### config.mk
export PLATFORM = sky130hd
export DESIGN_NAME = sleep_wake_ctrl
export DESIGN_NICKNAME = d
export VERILOG_FILES = /design/src/rtl/sleep_wake_ctrl.sv
export SDC_FILE = /design/constraint.sdc
export NUM_CORES = 1
export LEC_CHECK = 0
export BUFFER_PORTS_ARGS = -buffer_cell sky130_fd_sc_hd__buf_2
export CAP_MARGIN = 10
export CELL_PAD_IN_SITES_DETAIL_PLACEMENT = 0
export CELL_PAD_IN_SITES_GLOBAL_PLACEMENT = 1
export CORE_ASPECT_RATIO = 0.75
export CORE_MARGIN = 5
export CORE_UTILIZATION = 35
export CTS_BUF_LIST = sky130_fd_sc_hd__clkbuf_8 sky130_fd_sc_hd__clkbuf_16
export DETAILED_ROUTE_END_ITERATION = 7
export PLACE_DENSITY = 0.79
export SLEW_MARGIN = 20
export SYNTH_ARGS = -nofsm -noshare
export SYNTH_HDL_FRONTEND = slang
export SYNTH_SLANG_ARGS = --single-unit
export TNS_END_PERCENT = 50
### constraint.sdc
create_clock -name clk -period 2 [get_ports clk]
set_input_delay 0.1 -clock clk [delete_from_list [all_inputs] [get_ports clk]]
set_output_delay 0.1 -clock clk [all_outputs]
set_load 0.02 [all_outputs]
### src/rtl/sleep_wake_ctrl.sv
module sleep_wake_ctrl #(
  parameter int NIRQ = 8
) (
  input  logic            clk,
  input  logic            rst_n,
  input  logic            wfi_req,
  input  logic            wfe_req,
  input  logic            sev_pulse,
  input  logic            ext_event,
  input  logic [NIRQ-1:0] irq_pending,
  input  logic [NIRQ-1:0] irq_enable,
  input  logic            exc_return,
  input  logic            scr_deepsleep,
  input  logic            scr_sleep_on_exit,
  input  logic            scr_sevonpend,
  input  logic            clk_ready,
  output logic            core_clk_halt,
  output logic            deep_sleep_req,
  output logic            wake_pulse,
  output logic            event_latched
);

  typedef enum logic [1:0] {S_RUN, S_LIGHT, S_DEEP, S_RELOCK} st_t;

  st_t            st, st_n;
  logic           wfe_mode, wfe_mode_n;
  logic           latch, latch_n;
  logic           wake_q;
  logic [NIRQ-1:0] pend_q;

  wire irq_take  = |(irq_pending & irq_enable);
  wire pend_rise = |(irq_pending & ~pend_q);
  wire ev        = sev_pulse | ext_event | irq_take | (scr_sevonpend & pend_rise);
  wire asleep    = (st == S_LIGHT) || (st == S_DEEP);
  wire wake      = asleep && (wfe_mode ? ev : irq_take);
  wire running   = (st == S_RUN);
  wire go_wfi    = running && (wfi_req || (!wfe_req && exc_return && scr_sleep_on_exit));
  wire go_wfe    = running && !wfi_req && wfe_req;
  wire st_t_deep = scr_deepsleep;

  always_comb begin
    st_n       = st;
    wfe_mode_n = wfe_mode;
    latch_n    = latch | ev;
    unique case (st)
      S_RUN: begin
        if (go_wfi) begin
          st_n       = st_t_deep ? S_DEEP : S_LIGHT;
          wfe_mode_n = 1'b0;
        end else if (go_wfe) begin
          latch_n = 1'b0;
          if (!(latch || ev)) begin
            st_n       = st_t_deep ? S_DEEP : S_LIGHT;
            wfe_mode_n = 1'b1;
          end
        end
      end
      S_LIGHT:  if (wake) st_n = S_RUN;
      S_DEEP:   if (wake) st_n = S_RELOCK;
      S_RELOCK: if (clk_ready) st_n = S_RUN;
      default:  st_n = S_RUN;
    endcase
    if (asleep && wfe_mode) latch_n = latch;
  end

  always_ff @(posedge clk or negedge rst_n) begin
    if (!rst_n) begin
      st       <= S_RUN;
      wfe_mode <= 1'b0;
      latch    <= 1'b0;
      wake_q   <= 1'b0;
      pend_q   <= '0;
    end else begin
      st       <= st_n;
      wfe_mode <= wfe_mode_n;
      latch    <= latch_n;
      wake_q   <= !running && (st_n == S_RUN);
      pend_q   <= irq_pending;
    end
  end

  assign core_clk_halt  = !running;
  assign deep_sleep_req = (st == S_DEEP) && !wake;
  assign wake_pulse     = wake_q;
  assign event_latched  = latch;

  assert_deep_needs_halt_R6: assert property (@(posedge clk) disable iff (!rst_n)
    deep_sleep_req |-> core_clk_halt);

  assert_wake_while_running_R9: assert property (@(posedge clk) disable iff (!rst_n)
    wake_pulse |-> !core_clk_halt);

  assert_wake_single_R9: assert property (@(posedge clk) disable iff (!rst_n)
    wake_pulse |=> !wake_pulse);

  assert_relock_hold_R7: assert property (@(posedge clk) disable iff (!rst_n)
    (st == S_RELOCK && !clk_ready) |=> core_clk_halt);

  assert_wfe_consume_R4: assert property (@(posedge clk) disable iff (!rst_n)
    (running && !wfi_req && wfe_req && latch) |=> (!core_clk_halt && !event_latched));

  assert_wfi_hold_R2: assert property (@(posedge clk) disable iff (!rst_n)
    (st == S_LIGHT && !wfe_mode && !irq_take) |=> core_clk_halt);

  assert_ignore_req_R10: assert property (@(posedge clk) disable iff (!rst_n)
    (asleep && !wake) |=> (core_clk_halt && $stable(wfe_mode)));

endmodule

==> metrics.md, run 1 <==
| Metric | Value |
|---|---|
| Run status | complete, no violations |
| Fin crit share | 96.17% |
| Clock-pin transition on the worst setup and hold timing paths | 0.05 ns |
| Maximum vdd drop | 429.4 uV |
| Post-Syn Area per Cell | 10.15 um^2 |
| Achievable frequency | 0.5199 GHz |
| Core area | 2290 um^2 |
| Hold Path Class | input port to flip-flop |
| Antenna viol nets, final | 0 |
| Area occupied by registers | 326.6 um^2 |
| Flops & latches, synth | 13 |
| Slowest CP cell | dlygate4sd3_1 |
| Final setup margin | 0.07654 ns |
| Antenna violations before repair | 0 |
| Starting Density | 36.34% |
| Most frequent cells in the layout | buf_2 (29), inv_1 (13), dfrtp_1 (12) |
| Worst-Margin Slew | 0.3182 ns |
| Pwr Density | 1081 nW/um^2 |
| ANT cells | 0 |
| Worst slack, placed | 0.1952 ns |
| CP Class | input port to output pin |
| Worst r2r src | st[0]$_DFF_PN0_ |
| Layout cells sized above 1 | 40.94% |
| Die H | 52.23 um |
| Clock buffer depth | 2 |
| Critical Path Start | irq_pending[3] |
| Setup Skew | 0.001577 ns |
| Relative slew slack | 78.55% |
| 1st-pass router iterations | 4 |
| Final net count | 160 |
| WHS Endpoint | pend_q[7]$_DFF_PN0_ |
| Avg Vias per Cell | 4.720 |
| Worst Path Required | 1.90 ns |
| Leakage | 0.5786 nW |
| Mapped cell area | 832.0 um^2 |
| Tot GR Track Use | 13.45% |
| Final hold viol count | 0 |
| CP peak stage delay | 0.53 ns |
| TritonCTS clock tree | yes |
| Global route overflow | 0 |
| Placed cell count | 146 |
| Initial drt markers | 31 |
| H-tree lvl count | 1 |
| Maxcap violations | 0 |
| Crit start category | input port |
| Tmin final | 1.923 ns |
| Final slew viol count | 0 |
| Remaining DRCs | 0 |
| Sequential share of the synthesized area | 39.10% |
| Wire length per cell | 12.64 um |
| Buffers on Ports | 30 |
| CTS Sinks | 13 |
| Largest net degree at the start of global routing | 14 |
| Hold depth | 1 |
| Area delta synth->final | 42.56% |
| Setup Total Neg Slack | 0 ns |
| Hold Startpoint | irq_pending[7] |
| Vias in the first global route | 747 |
| Final cell count without fillers | 161 |
| CP Capture Type | output pin |
| Multi-input logic area | 464.2 um^2 |
| Yosys warns | 0 |
| Clk_lat worst skew | 0.24 ns |
| Die ar. | 3463 um^2 |
| Clock root cell | clkbuf_8 |
| R2R Path End | st[0]$_DFF_PN0_ |
| Cell row count | 15 |
| CP Cell Sequence | dlygate4sd3_1 > buf_2 > inv_2 > o22ai_4 > o41ai_2 > a31o_1 > and2_4 > buf_4 |
| Final setup vio count | 0 |
| Syn Inst Count | 82 |
| R2R Setup Slk | 0.17 ns |
| GP Congestion | 0.7481 |
| Crit Path Max Fanout | 3 |
| CP arrival | 1.82 ns |
| Commonest non-fill, non-tap cell in the layout | buf_2 |
| Post-synth cell types | 31 |
| Die Wd | 66.30 um |
| IO Pins | 31 |
| Global-route wire length before repair | 3463 um |
| FF-to-FF path depth | 7 |
| Total wire length | 2035 um |
| Vias post-DR | 760 |
| # fillers | 222 |
| Number of CTS-inserted buffers | 3 |
| Post-Syn Nets | 114 |
| Dpl hpwl | 1599 um |
flip-flops by register name, indices dropped and copies added, names as in the netlist:
signal,count
pend_q,8
st,2
event_latched,1
wake_pulse,1
wfe_mode,1
power breakdown:
group | internal (mW) | switching [mW] | leakage, nW
clock network | 0.135 | 0.0877 | 0.0269
logic | 0.332 | 0.369 | 0.399
registers | 0.314 | 0.0453 | 0.152
total | 0.781 | 0.502 | 0.579
logic make-up (layout without fill, tap and decap cells):
kind of cell	after synthesis	after routing	synth area share, %
flops	13	13	39.10
compound gates	30	30	32.18
buf+inv	14	59	6.316
simple gates	19	19	13.69
mux	1	1	1.203
fa+ha+maj	5	5	7.519
layout make-up:
cell class,instances,share of cell area [%]
Clock buffer,3,3.481
Clock inverter,1,0.3165
Inverter,14,4.430
Multi-Input combinational cell,55,39.13
Sequential cell,13,27.53
Tap cell,34,3.586
Timing Repair Buffer,41,21.52
through the flow:
stage	hold WS, ns	power (mW)	instance area [um^2]	util [%]
global placement	-0.001522	0.9691	1025	44.75
CTS	0.0005424	1.210	1150	50.22
finish	0.002881	1.283	1186	51.80
floorplan	-0.1956	0.8002	832.0	-
detailed placement	0.001415	0.9681	1025	44.75
global route	0.001799	1.390	1186	51.80
worst max-delay path: cells and delay by family:
| kind | cells | cell delay, ns |
|---|---|---|
| AOI/OAI and AO/OA | 3 | 0.72 |
| and+or+nand+nor | 1 | 0.15 |
| buffers and inverters | 4 | 0.86 |
worst max-delay path by stage:
stage,end,slack [ns],cells past startpoint
2_1_floorplan,st[0]$_DFF_PN0_,0.32,7
3_3_place_gp,wake_pulse$_DFF_PN0_,0.21,7
3_5_place_dp,st[0]$_DFF_PN0_,0.20,7
4_1_cts,deep_sleep_req,0.01,8
5_1_grt,deep_sleep_req,-0.01,8
6_report,deep_sleep_req,0.08,8
routing by layer:
layer | track usage, % | part of all wire, % | up-vias
met2 | 21.58 | 49 | 17
met1 | 17.51 | 47 | 352
met3 | 3.219 | 2.9 | 2
li1 | - | - | 389
met4 | 5.068 | 0.93 | 0
met5 | 0 | 0 | -
cell usage after synthesis:
cell | number | area [um^2]
inv_1 | 14 | 52.55
dfrtp_1 | 13 | 325.3
a22oi_1 | 5 | 37.54
ha_1 | 5 | 62.56
a21oi_1 | 4 | 20.02
o21ai_0 | 4 | 20.02
o22ai_2 | 4 | 50.05
nand2_1 | 3 | 11.26
nor2_1 | 3 | 11.26
a211oi_1 | 2 | 15.01
a31o_1 | 2 | 17.52
and2_1 | 2 | 12.51
and4_4 | 2 | 22.52
nor3_1 | 2 | 10.01
a211oi_2 | 1 | 12.51
a21o_4 | 1 | 15.01
a221oi_1 | 1 | 8.760
a2bb2oi_1 | 1 | 8.760
a31oi_1 | 1 | 6.260
and3_1 | 1 | 6.260
and3_2 | 1 | 7.510
mux2i_1 | 1 | 10.01
nand2b_1 | 1 | 6.260
nand3_1 | 1 | 5.000
nor2b_1 | 1 | 6.260
o21ai_1 | 1 | 5.000
o31ai_1 | 1 | 7.510
o41ai_2 | 1 | 16.27
o41ai_4 | 1 | 27.53
or2_1 | 1 | 6.260
or3b_2 | 1 | 8.760
timing repair:
action,4_1_cts,5_1_grt
endpoints found under the setup margin,0,1
hold endpoints to repair,20,0
setup buffers,0,3
hold buffers,8,0
gates resized for setup,0,6
Note: power is estimated with default switching activity, not from simulation.
==> run 2: changes to the inputs <==
- CELL_PAD_IN_SITES_DETAIL_PLACEMENT: 0 -> not set
- CELL_PAD_IN_SITES_GLOBAL_PLACEMENT: 1 -> not set
- CORE_UTILIZATION: 35 -> 47
- RECOVER_POWER: not set -> 25
==> run 2 against run 1 <==
  * Clock skew fell by 0.00074 ns
  * Sequential power rose by 2%
  * Hold slack improved by 0.17 ns
  * Fmax fell by 3.4%
  * Die area fell by 21%
  * Largest cell class unchanged
  * Largest power group unchanged
  * Highest routed layer unchanged
==> metrics.md, run 2 (synthesis gave the netlist of run 1 again) <==
| Metric | Value |
|---|---|
| Run status | complete, no violations |
| # fillers | 140 (-37%) |
| Final slew viol count | 0 (unchanged) |
| Achievable frequency | 0.5023 GHz (-3.4%) |
| Setup Skew | 0.0008402 ns (-0.0007366 ns) |
| CTS Sinks | 13 (unchanged) |
| Crit Path Max Fanout | 4 (+1) |
| Cell row count | 13 (-2) |
| Clock buffer depth | 2 (unchanged) |
| Vias post-DR | 856 (+13%) |
| Worst Path Required | 1.90 ns (about the same) |
| Pwr Density | 1137 nW/um^2 (+5.1%) |
| Hold WS | 0.1718 ns (+0.1689 ns) |
| Number of CTS-inserted buffers | 3 (unchanged) |
| Total wire length | 2657 um (+31%) |
| Dpl hpwl | 1688 um (+5.6%) |
| Worst-Margin Slew | 0.7358 ns (+0.4176 ns) |
| Fin crit share | 99.54% (+3.4 points) |
| Clock-pin transition on the worst setup and hold timing paths | 0.05 ns (about the same) |
| Global route overflow | 0 (unchanged) |
| Most frequent cells in the layout | buf_2 (27), inv_1 (13), dfrtp_1 (12) |
| Largest regs | pend_q (8), st (2) |
| Clk_lat worst skew | 0.24 ns (about the same) |
| Hold depth | 3 (+2) |
| Pwr Total | 1.340 mW (+4.5%) |
| Remaining DRCs | 0 (unchanged) |
| Crit start category | input port |
| Tot GR Track Use | 19.95% (+6.5 points) |
| Die ar. | 2721 um^2 (-21%) |
| Starting Density | 48.72% (+12 points) |
| RSZ-0062 raised after global routing | yes |
| Initial drt markers | 18 (-42%) |
| Antenna viol nets, final | 0 (unchanged) |
| Hold Path Class | input port to flip-flop |
| Commonest non-fill, non-tap cell in the layout | buf_2 |
| Antenna violations before repair | 0 (unchanged) |
| Die H | 46.44 um (-11%) |
| CP arrival | 1.89 ns (+0.07 ns) |
| CP Class | input port to output pin |
| Vias in the first global route | 903 (+21%) |
| Global-route wire length before repair | 3898 um (+13%) |
| H-tree lvl count | 1 (unchanged) |
| Clock root cell | clkbuf_8 |
| Setup Total Neg Slack | 0 ns (unchanged) |
| TritonCTS clock tree | yes |
| Avg Vias per Cell | 5.707 (+21%) |
| Largest register FFs | 8 (unchanged) |
| Final net count | 160 (unchanged) |
| 1st-pass router iterations | 4 (unchanged) |
| GP Congestion | 0.9521 (+27%) |
| Maximum vdd drop | 688.8 uV (+60%) |
| Die Wd | 58.59 um (-12%) |
| Final hold viol count | 0 (unchanged) |
| Maxcap violations | 0 (unchanged) |
| Area delta synth->final | 41.65% |
| Relative slew slack | 50.95% (-28 points) |
| Layout cells sized above 1 | 38.58% (-2.4 points) |
| IO Pins | 31 (unchanged) |
| Largest net degree at the start of global routing | 14 (unchanged) |
| Leakage | 0.5753 nW (-0.58%) |
| Core area | 1708 um^2 (-25%) |
| Final setup vio count | 0 (unchanged) |
| Tmin final | 1.991 ns (+0.06728 ns) |
| Top reg by flops | pend_q |
| FF-to-FF path depth | 7 (unchanged) |
| Wire length per cell | 17.71 um (+40%) |
| Buffers on Ports | 30 (unchanged) |
| CP Capture Type | output pin |
## run 2: power breakdown
part	internal, mW	total (mW)	switching (mW)
clock	0.136	0.230	0.0939
sequential	0.314	0.365	0.0509
combinational	0.333	0.746	0.413
## run 2: layout make-up
type	instances	area, um^2	share of cell area [%]
Sequential cell	13	326.6	27.71
Clock buffer	3	41.29	3.503
Timing Repair Buffer	41	262.8	22.29
Clock inverter	1	3.754	0.3185
Antenna cell	1	2.502	0.2123
Inverter	14	52.55	4.459
Tap cell	22	27.53	2.335
Multi-Input combinational cell	55	461.7	39.17
## run 2: worst paths after layout
| kind | startpoint | end | slack, ns |
|---|---|---|---|
| setup / recovery | irq_pending[0] | deep_sleep_req | 0.009 |
| hold / removal | wfe_req | wfe_mode$_DFFE_PN0P_ | 0.17 |
| setup reg to reg | st[0]$_DFF_PN0_ | st[0]$_DFF_PN0_ | 0.03 |
| hold reg to reg | wfe_mode$_DFFE_PN0P_ | wfe_mode$_DFFE_PN0P_ | 0.61 |
| max in group asynchronous | rst_n | st[1]$_DFF_PN0_ | 1.01 |
| min in group asynchronous | rst_n | pend_q[7]$_DFF_PN0_ | 0.48 |
## run 2: worst max-delay path: stages
cell and delay (ns):
dlygate4sd3_1 0.54, buf_2 0.14, inv_2 0.07, o22ai_4 0.09, o41ai_2 0.39, a31o_1 0.27
and2_1 0.17, buf_6 0.12
## run 2: per-layer routing
layer  track usage (%)  wire [um]  vias to the layer above
met5                 0          0                        -
met4             12.22         52                        0
met3             4.762        125                        6
met2             37.86       1460                       27
met1             20.07       1018                      432
li1                  -          -                      391
## run 2: what timing repair did
| item | 4_1_cts | 5_1_grt |
|---|---|---|
| setup endpoints to repair | 0 | 3 |
| hold buffers | 8 | 1 |
| resized for setup | 0 | 7 |
| endpoints found under the hold margin | 20 | 1 |
| buffers inserted | 0 | 3 |
## run 2: through the flow
step / setup slack [ns] / instances / util (%) / cell area (um^2)
6_report: 0.009257 / 150 / 69.01 / 1179
5_1_grt: -0.04548 / 149 / 68.86 / 1176
4_1_cts: 0.01469 / 146 / 66.45 / 1135
3_5_place_dp: 0.1544 / 134 / 59.12 / 1010
3_3_place_gp: 0.2531 / 134 / 59.12 / 1010
2_1_floorplan: 0.3171 / 82 / - / 832.0
==> run 3: changes to the inputs <==
- clock period: 2 -> 2.24 ns (I/O delays scaled with it)
==> run 3 against run 2 <==
  * Critical path depth shrank 1
  * Sequential power is 13% lower
  * Non-clock buffer count is 10 lower
==> metrics.md, run 3 (synthesis gave the netlist of run 1 again) <==
| Metric | Value |
|---|---|
| Hold depth | 1 (-2) |
| Clk_lat worst skew | 0.24 ns (about the same) |
| Final setup margin | 0.2966 ns (+0.2874 ns) |
| Starting Density | 48.72% (unchanged) |
| Hold Path Class | input port to flip-flop |
| CP Capture Type | flip-flop |
| Crit Path Max Fanout | 8 (+4) |
| Achievable frequency | 0.5146 GHz |
| Leakage | 0.5179 nW (-10%) |
| Total wire length | 2036 um (-23%) |
| Final cell count without fillers | 139 (-7.3%) |
| Antenna viol nets, final | 0 (unchanged) |
| Clock buffer depth | 2 (unchanged) |
| Maxcap violations | 0 (unchanged) |
| CP Cell Sequence | ha_1 > nor2b_1 > o21ai_0 > and3_1 > a221oi_1 > a31o_1 > or2_1 |
| Die Wd | 58.59 um (unchanged) |
| Clock-pin transition on the worst setup and hold timing paths | 0.05 ns (about the same) |
| Run status | complete, no violations |
| Die ar. | 2721 um^2 (unchanged) |
| Maximum vdd drop | 542.1 uV (-21%) |
| Pwr Density | 1020 nW/um^2 (-10%) |
| Final slew viol count | 0 (unchanged) |
| Antenna violations before repair | 0 (unchanged) |
| Slowest CP cell | dfrtp_1 |
| Vias in the first global route | 854 (-5.4%) |
| Largest register FFs | 8 (unchanged) |
| Setup Total Neg Slack | 0 ns (unchanged) |
| Worst slack, placed | 0.4152 ns (+0.2608 ns) |
| Die H | 46.44 um (unchanged) |
| WHS Endpoint | pend_q[2]$_DFF_PN0_ |
| # fillers | 159 (+14%) |
| Fin util | 61.83% (-7.2 points) |
| CP arrival | 2.07 ns (+0.18 ns) |
| H-tree lvl count | 1 (unchanged) |
| CP Class | flip-flop to flip-flop |
| TritonCTS clock tree | yes |
| RSZ-0062 raised after global routing | no |
| Initial drt markers | 9 (-9) |
| Hold Startpoint | irq_pending[2] |
| Crit start category | flip-flop |
| Tmin final | 1.943 ns |
| GP Congestion | 0.9546 (+0.26%) |
| Layout cells sized above 1 | 32.48% (-6.1 points) |
| Post-CTS Setup Bufs | 0 (unchanged) |
| Tot GR Track Use | 17.47% (-2.5 points) |
| Most frequent cells in the layout | buf_2 (23), inv_1 (15), dfrtp_1 (13) |
| CP peak stage delay | 0.46 ns (-0.08 ns) |
| Placed cell count | 134 (unchanged) |
| Final setup vio count | 0 (unchanged) |
| Clock root cell | clkbuf_8 |
| Area delta synth->final | 26.92% |
| R2R Setup Slk | 0.30 ns (+0.27 ns) |
| ANT cells | 0 (-1) |
| Avg Vias per Cell | 5.460 (-4.3%) |
| Core area | 1708 um^2 (unchanged) |
| R2R Path End | st[0]$_DFF_PN0_ |
| Setup Skew | 0.002909 ns (+0.002068 ns) |
| 1st-pass router iterations | 4 (unchanged) |
| FF-to-FF path depth | 7 (unchanged) |
| Global-route wire length before repair | 3498 um (-10%) |
| Wire length per cell | 14.65 um (-17%) |
| Commonest non-fill, non-tap cell in the layout | buf_2 |
| Worst-Margin Slew | 0.3560 ns (-0.3798 ns) |
| Cell row count | 13 (unchanged) |
| Worst r2r src | st[1]$_DFF_PN0_ |
| Fin crit share | 86.76% |
| Largest regs | pend_q (8), st (2) |
| Vias post-DR | 759 (-11%) |
| IO Pins | 31 (unchanged) |
| Final net count | 150 (-6.3%) |
| Top reg by flops | pend_q |
| Relative slew slack | 76.18% (+25 points) |
| Buffers on Ports | 30 (unchanged) |
| Final hold viol count | 0 (unchanged) |
| Dpl hpwl | 1688 um (about the same) |
| Worst Path Required | 2.37 ns (+0.47 ns) |
| Number of CTS-inserted buffers | 3 (unchanged) |
| CTS Sinks | 13 (unchanged) |
| Remaining DRCs | 0 (unchanged) |
| Global route overflow | 0 (unchanged) |
| Largest net degree at the start of global routing | 14 (unchanged) |
==> run 3: worst max-delay path by stage <==
stage | start | end | cells past startpoint
final | st[1]$_DFF_PN0_ | st[0]$_DFF_PN0_ | 7
after CTS | st[1]$_DFF_PN0_ | st[0]$_DFF_PN0_ | 7
after global placement | st[1]$_DFF_PN0_ | st[0]$_DFF_PN0_ | 7
after global routing | st[1]$_DFF_PN0_ | wake_pulse$_DFF_PN0_ | 7
after floorplan | st[1]$_DFF_PN0_ | st[0]$_DFF_PN0_ | 7
after detailed placement | st[1]$_DFF_PN0_ | st[0]$_DFF_PN0_ | 7
==> run 3: routing by layer <==
layer	global-route usage [%]	part of all wire, %
met1	18.47	40
met2	31.40	52
met3	4.482	4.9
met4	11.31	3.1
met5	0	0
==> run 3: layout make-up <==
class | instances | area [um^2] | area share [%]
Multi-Input combinational cell | 55 | 454.2 | 43.01
Tap cell | 22 | 27.53 | 2.607
Clock buffer | 3 | 41.29 | 3.910
Sequential cell | 13 | 325.3 | 30.81
Clock inverter | 1 | 3.754 | 0.3555
Timing Repair Buffer | 31 | 151.4 | 14.34
Inverter | 14 | 52.55 | 4.976
==> run 3: stage by stage <==
stage	area, um^2	power, mW	hold slack, ns
2_1_floorplan	832.0	0.7144	-0.1836
3_3_place_gp	1010	0.8469	0.01307
3_5_place_dp	1010	0.8687	0.01889
4_1_cts	1065	1.076	0.004109
5_1_grt	1056	1.166	0.01570
6_report	1056	1.077	0.01478
==> run 3: worst max-delay path: cells and delay by family (launching register included) <==
| kind | cells | cell delay [ns] |
|---|---|---|
| AO/OA/AOI/OAI | 3 | 0.57 |
| adder cells (fa/ha/maj) | 1 | 0.20 |
| flip-flops | 1 | 0.46 |
| AND/OR/NAND/NOR | 3 | 0.60 |
==> run 3: what timing repair did <==
action	in CTS	in global routing
resized for setup	0	0
endpoints found under the hold margin	13	0
hold buffers	1	0
==> run 3: power by group <==
| part | leakage (nW) | switching [mW] | internal, mW | total [mW] |
|---|---|---|---|---|
| Sequential | 0.153 | 0.0409 | 0.278 | 0.319 |
| Combinational | 0.338 | 0.323 | 0.232 | 0.555 |
| Clock | 0.0269 | 0.0817 | 0.121 | 0.203 |
